**src/rtl/cb_pkg.sv**
```systemverilog
package cb_pkg;
  // Strobes from the control to the datapath, one cycle's worth.
  typedef struct packed {
    logic [1:0] allocEn; // lane allocates a slot at the tail
    logic [1:0] retEn;   // head (bit 0) and head+1 (bit 1) leave the buffer
    logic       flush;   // drop every slot and every in-flight result
  } cbStrobe_t;
endpackage

```
**src/rtl/cb_exec_stub.sv**
```systemverilog
module cb_exec_stub #(
  parameter int LAT = 1,
  parameter int DW  = 32,
  parameter int TW  = 3
) (
  input  logic          clk,
  input  logic          rst_n,
  input  logic          kill,
  input  logic          inVld,
  input  logic [TW-1:0] inTag,
  input  logic [DW-1:0] inData,
  input  logic          inExc,
  output logic          outVld,
  output logic [TW-1:0] outTag,
  output logic [DW-1:0] outData,
  output logic          outExc
);
  logic [LAT-1:0] sVld;
  logic [LAT-1:0] sExc;
  logic [TW-1:0]  sTag  [LAT];
  logic [DW-1:0]  sData [LAT];

  always_ff @(posedge clk) begin
    if (!rst_n || kill) begin
      sVld <= '0;
    end else begin
      sVld[0] <= inVld;
      for (int s = 1; s < LAT; s++) sVld[s] <= sVld[s-1];
    end
  end

  always_ff @(posedge clk) begin
    sTag[0]  <= inTag;
    sData[0] <= inData;
    sExc[0]  <= inExc;
    for (int s = 1; s < LAT; s++) begin
      sTag[s]  <= sTag[s-1];
      sData[s] <= sData[s-1];
      sExc[s]  <= sExc[s-1];
    end
  end

  assign outVld  = sVld[LAT-1];
  assign outTag  = sTag[LAT-1];
  assign outData = sData[LAT-1];
  assign outExc  = sExc[LAT-1];

  AST_KILL_DRAINS: assert property (@(posedge clk) disable iff (!rst_n)
    kill |=> !outVld);
endmodule

```
**src/rtl/cb_ctrl.sv**
```systemverilog
module cb_ctrl import cb_pkg::*; #(
  parameter int DEPTH = 8,
  parameter int TW    = $clog2(DEPTH)
) (
  input  logic          clk,
  input  logic          rst_n,
  input  logic [1:0]    dispValid,
  input  logic [1:0]    dispIsFp,
  input  logic          h0Vld,
  input  logic          h0Done,
  input  logic          h0Exc,
  input  logic          h1Vld,
  input  logic          h1Done,
  input  logic          h1Exc,
  output cbStrobe_t     strobe,
  output logic [TW-1:0] headPtr,
  output logic [TW-1:0] tailPtr,
  output logic          dispReady,
  output logic          excValid,
  output logic [TW-1:0] excTag
);
  localparam int CW = $clog2(DEPTH + 1);

  logic [CW-1:0] count;
  logic [CW-1:0] allocCnt;
  logic [CW-1:0] retCnt;
  logic          headFinished;
  logic          flushNow;
  logic          retire0;
  logic          retire1;
  logic [1:0]    allocEn;

  assign headFinished = h0Vld & h0Done;
  assign flushNow     = headFinished & h0Exc;
  assign retire0      = headFinished & ~h0Exc;
  assign retire1      = retire0 & h1Vld & h1Done & ~h1Exc;

  assign dispReady = (count <= CW'(DEPTH - 2)) & ~flushNow;
  assign allocEn   = dispValid & {2{dispReady}};
  assign allocCnt  = CW'(allocEn[0]) + CW'(allocEn[1]);
  assign retCnt    = CW'(retire0) + CW'(retire1);

  assign strobe.allocEn = allocEn;
  assign strobe.retEn   = {retire1, retire0};
  assign strobe.flush   = flushNow;

  assign excValid = flushNow;
  assign excTag   = headPtr;

  always_ff @(posedge clk) begin
    if (!rst_n) begin
      headPtr <= '0;
      tailPtr <= '0;
      count   <= '0;
    end else if (flushNow) begin
      tailPtr <= headPtr;
      count   <= '0;
    end else begin
      headPtr <= headPtr + TW'(retCnt);
      tailPtr <= tailPtr + TW'(allocCnt);
      count   <= count + allocCnt - retCnt;
    end
  end

  AST_LANE_ORDER: assert property (@(posedge clk) disable iff (!rst_n)
    dispValid[1] |-> dispValid[0]);
  AST_ONE_PER_UNIT: assert property (@(posedge clk) disable iff (!rst_n)
    (dispValid == 2'b11) |-> (dispIsFp[0] != dispIsFp[1]));
  AST_NO_OVERFLOW: assert property (@(posedge clk) disable iff (!rst_n)
    count <= CW'(DEPTH));
  AST_FLUSH_EMPTIES: assert property (@(posedge clk) disable iff (!rst_n)
    flushNow |=> (count == '0 && tailPtr == headPtr && headPtr == $past(headPtr)));
endmodule

```
**src/rtl/cb_datapath.sv**
```systemverilog
module cb_datapath import cb_pkg::*; #(
  parameter int DEPTH   = 8,
  parameter int DW      = 32,
  parameter int RW      = 5,
  parameter int INT_LAT = 1,
  parameter int FP_LAT  = 3,
  parameter int TW      = $clog2(DEPTH)
) (
  input  logic            clk,
  input  logic            rst_n,
  input  cbStrobe_t       strobe,
  input  logic [TW-1:0]   headPtr,
  input  logic [TW-1:0]   tailPtr,
  input  logic [1:0]      dispIsFp,
  input  logic [1:0]      dispExc,
  input  logic [2*RW-1:0] dispDest,
  input  logic [2*DW-1:0] dispData,
  output logic            h0Vld,
  output logic            h0Done,
  output logic            h0Exc,
  output logic            h1Vld,
  output logic            h1Done,
  output logic            h1Exc,
  output logic [2*RW-1:0] rfAddr,
  output logic [2*DW-1:0] rfData
);
  logic [DEPTH-1:0] vld;
  logic [DEPTH-1:0] done;
  logic [DEPTH-1:0] exc;
  logic [RW-1:0]    dest [DEPTH];
  logic [DW-1:0]    res  [DEPTH];

  logic [TW-1:0] head1;
  logic [TW-1:0] tail1;
  assign head1 = headPtr + TW'(1);
  assign tail1 = tailPtr + TW'(1);

  logic [1:0]    cmpVld;
  logic [1:0]    cmpExc;
  logic [TW-1:0] cmpTag  [2];
  logic [DW-1:0] cmpData [2];

  // unit 0 is the integer stub, unit 1 the floating-point stub
  for (genvar u = 0; u < 2; u++) begin : g_unit
    localparam int LAT   = (u == 0) ? INT_LAT : FP_LAT;
    localparam bit IS_FP = (u == 1);
    logic pick0;
    logic pick1;
    assign pick0 = strobe.allocEn[0] & (dispIsFp[0] == IS_FP);
    assign pick1 = strobe.allocEn[1] & (dispIsFp[1] == IS_FP);

    cb_exec_stub #(.LAT(LAT), .DW(DW), .TW(TW)) u_stub (
      .clk    (clk),
      .rst_n  (rst_n),
      .kill   (strobe.flush),
      .inVld  (pick0 | pick1),
      .inTag  (pick0 ? tailPtr : tail1),
      .inData (pick0 ? dispData[DW-1:0] : dispData[2*DW-1:DW]),
      .inExc  (pick0 ? dispExc[0] : dispExc[1]),
      .outVld (cmpVld[u]),
      .outTag (cmpTag[u]),
      .outData(cmpData[u]),
      .outExc (cmpExc[u])
    );
  end

  always_ff @(posedge clk) begin
    if (!rst_n || strobe.flush) begin
      vld  <= '0;
      done <= '0;
      exc  <= '0;
    end else begin
      if (strobe.retEn[0]) vld[headPtr] <= 1'b0;
      if (strobe.retEn[1]) vld[head1]   <= 1'b0;
      if (strobe.allocEn[0]) begin
        vld[tailPtr]  <= 1'b1;
        done[tailPtr] <= 1'b0;
        exc[tailPtr]  <= 1'b0;
      end
      if (strobe.allocEn[1]) begin
        vld[tail1]  <= 1'b1;
        done[tail1] <= 1'b0;
        exc[tail1]  <= 1'b0;
      end
      for (int u = 0; u < 2; u++) begin
        if (cmpVld[u]) begin
          done[cmpTag[u]] <= 1'b1;
          exc[cmpTag[u]]  <= cmpExc[u];
        end
      end
    end
  end

  // destination and temporary result storage, no reset needed
  always_ff @(posedge clk) begin
    if (strobe.allocEn[0]) dest[tailPtr] <= dispDest[RW-1:0];
    if (strobe.allocEn[1]) dest[tail1]   <= dispDest[2*RW-1:RW];
    for (int u = 0; u < 2; u++) begin
      if (cmpVld[u]) res[cmpTag[u]] <= cmpData[u];
    end
  end

  assign h0Vld  = vld[headPtr];
  assign h0Done = done[headPtr];
  assign h0Exc  = exc[headPtr];
  assign h1Vld  = vld[head1];
  assign h1Done = done[head1];
  assign h1Exc  = exc[head1];

  assign rfAddr = {dest[head1], dest[headPtr]};
  assign rfData = {res[head1], res[headPtr]};

  AST_ALLOC_FREE: assert property (@(posedge clk) disable iff (!rst_n)
    strobe.allocEn[0] |-> !vld[tailPtr]);
  AST_INT_TARGET: assert property (@(posedge clk) disable iff (!rst_n)
    cmpVld[0] |-> (vld[cmpTag[0]] && !done[cmpTag[0]]));
  AST_FP_TARGET: assert property (@(posedge clk) disable iff (!rst_n)
    cmpVld[1] |-> (vld[cmpTag[1]] && !done[cmpTag[1]]));
  AST_RETIRE_FINISHED: assert property (@(posedge clk) disable iff (!rst_n)
    strobe.retEn[1] |-> (vld[head1] && done[head1] && !exc[head1]
                         && strobe.retEn[0]));
endmodule

```
**src/rtl/dual_commit_buf.sv**
```systemverilog
module dual_commit_buf import cb_pkg::*; #(
  parameter int DEPTH   = 8,
  parameter int DW      = 32,
  parameter int RW      = 5,
  parameter int INT_LAT = 1,
  parameter int FP_LAT  = 3,
  parameter int TW      = $clog2(DEPTH)
) (
  input  logic            clk,
  input  logic            rst_n,
  input  logic [1:0]      dispValid,
  input  logic [1:0]      dispIsFp,
  input  logic [1:0]      dispExc,
  input  logic [2*RW-1:0] dispDest,
  input  logic [2*DW-1:0] dispData,
  output logic            dispReady,
  output logic [2*TW-1:0] dispTag,
  output logic [1:0]      rfWe,
  output logic [2*RW-1:0] rfAddr,
  output logic [2*DW-1:0] rfData,
  output logic            excValid,
  output logic [TW-1:0]   excTag
);
  cbStrobe_t     strobe;
  logic [TW-1:0] headPtr;
  logic [TW-1:0] tailPtr;
  logic h0Vld, h0Done, h0Exc, h1Vld, h1Done, h1Exc;

  cb_ctrl #(.DEPTH(DEPTH), .TW(TW)) u_ctrl (
    .clk      (clk),
    .rst_n    (rst_n),
    .dispValid(dispValid),
    .dispIsFp (dispIsFp),
    .h0Vld    (h0Vld),
    .h0Done   (h0Done),
    .h0Exc    (h0Exc),
    .h1Vld    (h1Vld),
    .h1Done   (h1Done),
    .h1Exc    (h1Exc),
    .strobe   (strobe),
    .headPtr  (headPtr),
    .tailPtr  (tailPtr),
    .dispReady(dispReady),
    .excValid (excValid),
    .excTag   (excTag)
  );

  cb_datapath #(.DEPTH(DEPTH), .DW(DW), .RW(RW), .INT_LAT(INT_LAT),
                .FP_LAT(FP_LAT), .TW(TW)) u_dp (
    .clk     (clk),
    .rst_n   (rst_n),
    .strobe  (strobe),
    .headPtr (headPtr),
    .tailPtr (tailPtr),
    .dispIsFp(dispIsFp),
    .dispExc (dispExc),
    .dispDest(dispDest),
    .dispData(dispData),
    .h0Vld   (h0Vld),
    .h0Done  (h0Done),
    .h0Exc   (h0Exc),
    .h1Vld   (h1Vld),
    .h1Done  (h1Done),
    .h1Exc   (h1Exc),
    .rfAddr  (rfAddr),
    .rfData  (rfData)
  );

  assign rfWe    = strobe.retEn;
  assign dispTag = {tailPtr + TW'(1), tailPtr};

  AST_NO_WRITE_ON_EXC: assert property (@(posedge clk) disable iff (!rst_n)
    excValid |-> (rfWe == 2'b00));
  AST_EXC_SINGLE: assert property (@(posedge clk) disable iff (!rst_n)
    excValid |=> (!excValid && rfWe == 2'b00));
endmodule

```
**config.mk**
```make
export PLATFORM = sky130hd
export DESIGN_NAME = dual_commit_buf
export DESIGN_NICKNAME = d
export VERILOG_FILES = /design/src/rtl/cb_pkg.sv /design/src/rtl/cb_exec_stub.sv /design/src/rtl/cb_ctrl.sv /design/src/rtl/cb_datapath.sv /design/src/rtl/dual_commit_buf.sv
export SDC_FILE = /design/constraint.sdc
export NUM_CORES = 1
export LEC_CHECK = 0
export BUFFER_PORTS_ARGS = -buffer_cell sky130_fd_sc_hd__buf_2
export CORE_MARGIN = 10
export CORE_UTILIZATION = 35
export CTS_CLUSTER_DIAMETER = 120
export DETAILED_ROUTE_END_ITERATION = 8
export PLACE_DENSITY_LB_ADDON = 0.2
export REMOVE_ABC_BUFFERS = 1
export SLEW_MARGIN = 20
export SYNTH_ARGS = -nofsm -noshare
export SYNTH_HDL_FRONTEND = slang
export SYNTH_SLANG_ARGS = --single-unit
export TNS_END_PERCENT = 1
```
**constraint.sdc**
```tcl
create_clock -name clk -period 4.3 [get_ports clk]
set_input_delay 0.215 -clock clk [delete_from_list [all_inputs] [get_ports clk]]
set_output_delay 0.215 -clock clk [all_outputs]
set_load 0.02 [all_outputs]
```
# Word-level counts from Yosys, hierarchy flattened
# Memories as Yosys holds them, arrays and structs flattened. A register that Yosys moved wholly into a read port is not among the register bits.
# Index checks and enable logic that the tools add are counted.
[classes]
addsub = 8
n_lt_le_gt_ge = 13
muxes = 66
bitwise_logic = 34
n_reduce_logical = 9
[ops]
columns = ["op", "count"]
rows = [
  ["2-to-1 mux 8 bit", 21],
  ["2-to-1 mux 32 bit", 2],
  ["bitwise AND 8 bit", 6],
  ["inverter 8 bit", 4],
  ["bitwise OR 8 bit", 4],
  ["less-than comparator 3 x 4 -> 1 bit, second input constant", 6],
  ["2-to-1 mux 1 bit", 22],
  ["2-to-1 mux 3 bit", 7],
  ["binary-select mux 1 bit (select 3 bit)", 6],
  ["demux 1 bit (select 3 bit)", 6],
  ["greater-or-equal comparator 3 x 1 -> 1 bit, second input constant", 6],
  ["bitwise mux 8 bit", 2],
  ["bitwise AND 1 bit", 11],
  ["adder 3 x 1 -> 3 bit, second input constant", 2],
  ["adder 3 bit", 2],
  ["logical AND 1 bit", 6],
  ["inverter 1 bit", 6],
  ["adder 1 x 1 -> 2 bit", 2],
  ["adder 4 bit", 1],
  ["less-or-equal comparator 4 x 3 -> 1 bit, second input constant", 1],
  ["subtractor 4 bit", 1],
  ["bitwise AND 2 bit", 1],
  ["bitwise OR 1 bit", 2],
  ["OR reduction 2 bit", 1],
  ["2 further kinds", 2],
]
[totals]
reg_bits = 42
mem_bits_rw = 436
word_cells = 146
mem_count = 6
[mem_list]
columns = ["memory", "depth", "width", "read_ports", "rd_ports_with_merged_regs", "write_ports", "line", "text"]
rows = [
  ["u_dp.res", 8, 32, 2, 1, 2, "cb_datapath.sv:31", "logic [DW-1:0] res [DEPTH];"],
  ["u_dp.g_unit[1].u_stub.sData", 3, 32, 3, 0, 3, "cb_exec_stub.sv:21", "logic [DW-1:0] sData [LAT];"],
  ["u_dp.dest", 8, 5, 2, 1, 2, "cb_datapath.sv:30", "logic [RW-1:0] dest [DEPTH];"],
  ["u_dp.g_unit[0].u_stub.sData", 1, 32, 1, 0, 1, "cb_exec_stub.sv:21", ""],
  ["u_dp.g_unit[1].u_stub.sTag", 3, 3, 3, 0, 3, "cb_exec_stub.sv:20", "logic [TW-1:0] sTag [LAT];"],
  ["u_dp.g_unit[0].u_stub.sTag", 1, 3, 1, 0, 1, "cb_exec_stub.sv:20", ""],
]

# Logic depth before layout (Yosys ltp)
[logic_depth]
ltp_word = 17
depth_mapped = 18

# Modules after synthesis
# Synthesis repeated with hierarchy kept, for this count alone.
[hier_totals]
hier_cells = 1633
area_unflattened_um2 = 23560.1
[by_module_without_submodules]
columns = ["module", "n_inst", "cells_each", "area_each_um2", "seq_area_each_um2"]
rows = [
  ["cb_datapath", 1, 1365, 19547.5, 9369.0],
  ["cb_exec_stub (u_dp.g_unit[1].u_stub)", 1, 149, 2511.2, 2222.1],
  ["cb_exec_stub (u_dp.g_unit[0].u_stub)", 1, 38, 749.5, 740.7],
  ["cb_ctrl", 1, 78, 726.9, 200.2],
  ["dual_commit_buf", 1, 3, 25.0, 0.0],
]

# Worst setup path after synthesis
# Ideal clock, no wire load.
[synth_timing]
path_type = "reg-to-reg"
start = "register u_ctrl.headPtr[1], in the netlist u_ctrl.excTag[1]"
end = "register u_ctrl.count[3]"
setup_time_ns = 0.128
arrival_time_ns = 3.738
required_time_ns = 4.172
setup_slack_ns = 0.434
path_stages_with_launch = 19
n_path_buf = 4
cell_sequence = "dfxtp_1 > buf_2 > mux2i_1 > o32a_1 > and3_1 > buf_2 > o31ai_4 > buf_4 > buf_2 > nor2_1 > ha_1 > inv_1 > fa_1 > inv_1 > ha_1 > a21o_1 > a21oi_1 > xor2_1 > nor2_1"
[synth_between]
elab_chain_cells = 10
[synth_rtl]
columns = ["item", "line", "text"]
rows = [
  ["start, declared", "cb_ctrl.sv:16", "output logic [TW-1:0] headPtr,"],
  ["start signal, assigned", "cb_ctrl.sv:59", "headPtr <= headPtr + TW'(retCnt);"],
  ["binary-select mux 1 bit (select 3 bit), on equally long branches", "cb_datapath.sv:103, cb_datapath.sv:104", ""],
  ["2-to-1 mux 1 bit, on equally long branches", "cb_datapath.sv:103, cb_datapath.sv:104", ""],
  ["bitwise AND 1 bit", "cb_ctrl.sv:33", "assign headFinished = h0Vld & h0Done;"],
  ["bitwise AND 1 bit", "cb_ctrl.sv:34", "assign flushNow = headFinished & h0Exc;"],
  ["inverter 1 bit", "cb_ctrl.sv:38", "assign dispReady = (count <= CW'(DEPTH - 2)) & ~flushNow;"],
  ["bitwise AND 1 bit", "cb_ctrl.sv:38", ""],
  ["bitwise AND 2 bit", "cb_ctrl.sv:39", "assign allocEn = dispValid & {2{dispReady}};"],
  ["adder 1 x 1 -> 2 bit", "cb_ctrl.sv:40", "assign allocCnt = CW'(allocEn[0]) + CW'(allocEn[1]);"],
  ["adder 4 bit", "cb_ctrl.sv:61", "count <= count + allocCnt - retCnt;"],
  ["subtractor 4 bit", "cb_ctrl.sv:61", ""],
  ["end signal, assigned", "cb_ctrl.sv:61", ""],
  ["end, declared", "cb_ctrl.sv:24", "logic [CW-1:0] count;"],
]
# Several ways; a longest one is shown, not always the timed one. The select of a mux whose other input is x is not followed.
# A chain may end at the register's enable or synchronous reset.

# Final worst setup path
[layout_timing]
start = "register u_ctrl.headPtr[2], in the netlist u_ctrl.excTag[2]"
end = "output port rfData[54]"
[layout_between]
elab_chain_cells = 2
[layout_rtl]
columns = ["item", "line", "text"]
rows = [
  ["adder 3 x 1 -> 3 bit", "cb_datapath.sv:35", "assign head1 = headPtr + TW'(1);"],
  ["memory read (8 x 32 bit)", "-", ""],
  ["end, declared", "dual_commit_buf.sv:20", "output logic [2*DW-1:0] rfData,"],
]
# Every way passes these cells.

==> impl_results.md <==
- Most frequent cells in the layout: mux2_2 (369), edfxtp_1 (296), nand2_1 (184)
- Ys flop type: edfxtp_1
- Min cycle time layout: 3.90 ns
- Status: finished clean
- Netlist cell types: 59
- Core Util, Final: 0.427
- Fin cells: 2863
- Startpoint Class: flop
- CTS H-tree lvls: 2
- Pwr Density: 467 nW/um2
- Met2 Resource Use GR: 0.323
- Power Total: 12.9 mW
- R2R setup slack: 0.53 ns
- Final setup fails: 0
- CTS buffer count: 54
- Placed cell count: 2657
- Clk sinks: 481
- Largest net degree at the start of global routing: 55
- Clock Path Buffers: 3
- Total global-route track usage: 0.192
- HPWL after detailed placement: 44800 um
- Worst r2r src: u_ctrl.excTag[0]$_SDFFE_PN0N_
- R2R Path End: u_dp.g_unit[1].u_stub.sData[0][29]$_DFF_P_
- Final Wtd Congestion: 0.835
- Static Leak: 9.76 nW
- Input/output buffers: 168
- Register Area: 12600 um2
- R2R cell count: 8
- Routed Wire Length: 74300 um
- Initial Util: 0.354
- Yosys reg bits: 481
- Async SR Flop Fraction: 0
- Yosys top cell area share: 0.388
- Final #Nets: 2060
- Synth Instances: 1701
- Post-CTS Resized: 0
- Fin Clk Skew: 0.0274 ns
- Maxcap violations: 0
- Rows: 93
- Final Hold Slack: 0.0373 ns
- Wirelength per Cell: 26.0 um
- Post-CTS Setup Inserts: 0
- Die area: 76000 um2
- Sequential element share of the synthesized area: 0.550
- Max IR drop VDD: 0.293 mV
- Via count: 15997
- Vias in the first global route: 16487
- Buf/Inv on CP: 4
- Worst-path maximum fanout: 54
- Max incr delay on CP: 0.61 ns
- TritonCTS clock tree: yes
- DRC: 0
- Area growth syn-to-layout: 20.6%
- Worst-path cell chain: buf_4, xor2_4, buf_4, nor2_2, buf_4, a22o_1, a221oi_1, nand3_1, buf_2
- CP top delay family: buffers and inverters
- Post-route clock period utilization: 0.907
- FMAX: 256 MHz
- Crit end category: output port
- Area used by multi-input combinational logic: 9860 um2
- Met3 GRT Util: 0.0325
- Die H: 276 um
- Core Footprint: 64600 um2
- First-pass DRT Iterations: 5
- Final hold vios: 0
- Hold Path Class: input port to flop
- Initial antenna violation count: 2
- ANT nets after route: 0
- Hold Crit Start: dispDest[1]
- First-pass GRT wire length: 109000 um
- Worst Hold Depth: 2
- Leading cell type in the layout, fill and taps excluded: mux2_2
- Clk_lat worst skew: 0.62 ns
- Slew Limit Fails: 0
- Share of cells above drive strength 1: 0.393
- Hold Path End: u_dp.dest[4][1]$_DFFE_PP_
- Via/cell ratio: 5.59
- GRT Max-Usage Layer: met2
- Die Wd: 276 um
- Setup TNS: 0 ns
- Setup CP Type: flop to output port
- Slew @ Worst Pin: 1.10 ns
- Clk pin slew, worst setup/hold paths: 0.06 ns
- Layout fillers: 5953
- Arr. time, crit path: 3.69 ns
- Slowest-stage cell, CP: buf_4
- Synth area leader: edfxtp_1
- Most used cell, CP: buf_4
- Ys Warns: 0
- GRT overflow: 0
- Synthesized area per cell: 13.5 um2
- Boundary pin count: 169
- Synth top area cells: edfxtp_1 (39%), mux2_2 (18%), dfxtp_1 (16%)
- 1st-iter DRT viols: 1390
- Root Buffer: clkbuf_16
- Mapped Area: 22900 um2
- Critical Path RT: 4.09 ns
- ANT cells: 0
- RSZ-0062 raised after global routing: no
- Met1 usage: 0.247
- EDFF count, synth: 296
- Normalized max-slew margin: 0.265
-- cells by family after synthesis --
group	count (synthesis)	synth area share
xor gates and xnor gates	10	0.00383
AOI/OAI and AO/OA	253	0.0793
buffers and inverters	138	0.0243
adders and majority gates	15	0.00952
muxes	461	0.265
DFF	481	0.550
and+or+nand+nor	343	0.0681
-- report_power, final --
| group | switching [mW] | internal (mW) |
|---|---|---|
| Combinational | 1.41 | 1.07 |
| Clock | 1.88 | 2.57 |
| Sequential | 0.429 | 5.52 |
-- worst max path at each step --
| stage | slack [ns] | cells after the start | from | to |
|---|---|---|---|---|
| 5_1_grt | 0.22 | 10 | u_ctrl.excTag[0]$_SDFFE_PN0N_ | rfData[52] |
| 3_5_place_dp | 0.60 | 15 | u_ctrl.excTag[0]$_SDFFE_PN0N_ | u_ctrl.count[3]$_SDFF_PP0_ |
| 3_3_place_gp | 0.62 | 15 | u_ctrl.excTag[0]$_SDFFE_PN0N_ | u_ctrl.count[3]$_SDFF_PP0_ |
| 6_report | 0.40 | 9 | u_ctrl.excTag[2]$_SDFFE_PN0N_ | rfData[54] |
| 2_1_floorplan | -2.38 | 14 | u_ctrl.excTag[0]$_SDFFE_PN0N_ | u_ctrl.count[3]$_SDFF_PP0_ |
| 4_1_cts | 0.37 | 9 | u_ctrl.excTag[2]$_SDFFE_PN0N_ | rfData[54] |
-- state kept, by name, indices dropped and copies added, names as in the netlist, named ones only --
signal / cells
u_dp.exc: 8
u_dp.done: 8
u_dp.dest: 40
u_ctrl.tailPtr: 3
u_dp.g_unit.u_stub.sExc: 3
u_dp.g_unit.u_stub.sVld: 3
u_dp.g_unit.u_stub.outExc: 1
u_dp.g_unit.u_stub.sTag: 12
u_ctrl.count: 4
u_dp.vld: 8
u_dp.res: 256
u_dp.g_unit.u_stub.sData: 128
u_dp.g_unit.u_stub.outVld: 1
u_ctrl.excTag: 3
-- synthesized netlist by cell type (14+ instances only) --
library cell,number
nand4_1,19
nor2_1,39
a31oi_1,31
a21oi_1,28
mux2_2,369
edfxtp_1,296
inv_1,21
clkbuf_1,84
mux4_2,78
nand2_1,190
mux2i_1,14
dfxtp_1,185
nand3_1,32
buf_1,14
a22oi_1,82
o21ai_0,31
-- layer usage --
| metal | part of all wire | routed length (um) | vias to the layer above |
|---|---|---|---|
| li1 | - | - | 7120 |
| met1 | 0.42 | 31100 | 8154 |
| met2 | 0.49 | 36300 | 600 |
| met3 | 0.064 | 4740 | 121 |
| met4 | 0.029 | 2190 | 2 |
| met5 | 0.00017 | 13 | - |
-- final cells by class --
type / count / share of cell area
Sequential cell: 481 / 0.457
Multi-Input combinational cell: 1082 / 0.357
Timing Repair Buffer: 320 / 0.0818
Clock buffer: 81 / 0.0581
Tap cell: 855 / 0.0388
Clock inverter: 20 / 0.00381
Inverter: 24 / 0.00327
-- metrics by stage --
stage / cell area (um2) / setup slack (ns)
final: 27600 / 0.398
after global placement: 24800 / 0.622
after floorplan: 22400 / -2.38
after detailed placement: 24800 / 0.596
after CTS: 27600 / 0.371
after global routing: 27600 / 0.225
-- timing repair --
| item | in CTS | in global routing |
|---|---|---|
| setup endpoints to repair | 0 | 0 |
| hold endpoints to repair | 75 | 0 |
| hold buffers | 105 | 0 |
No activity file was read; power rests on OpenSTA's default activity.
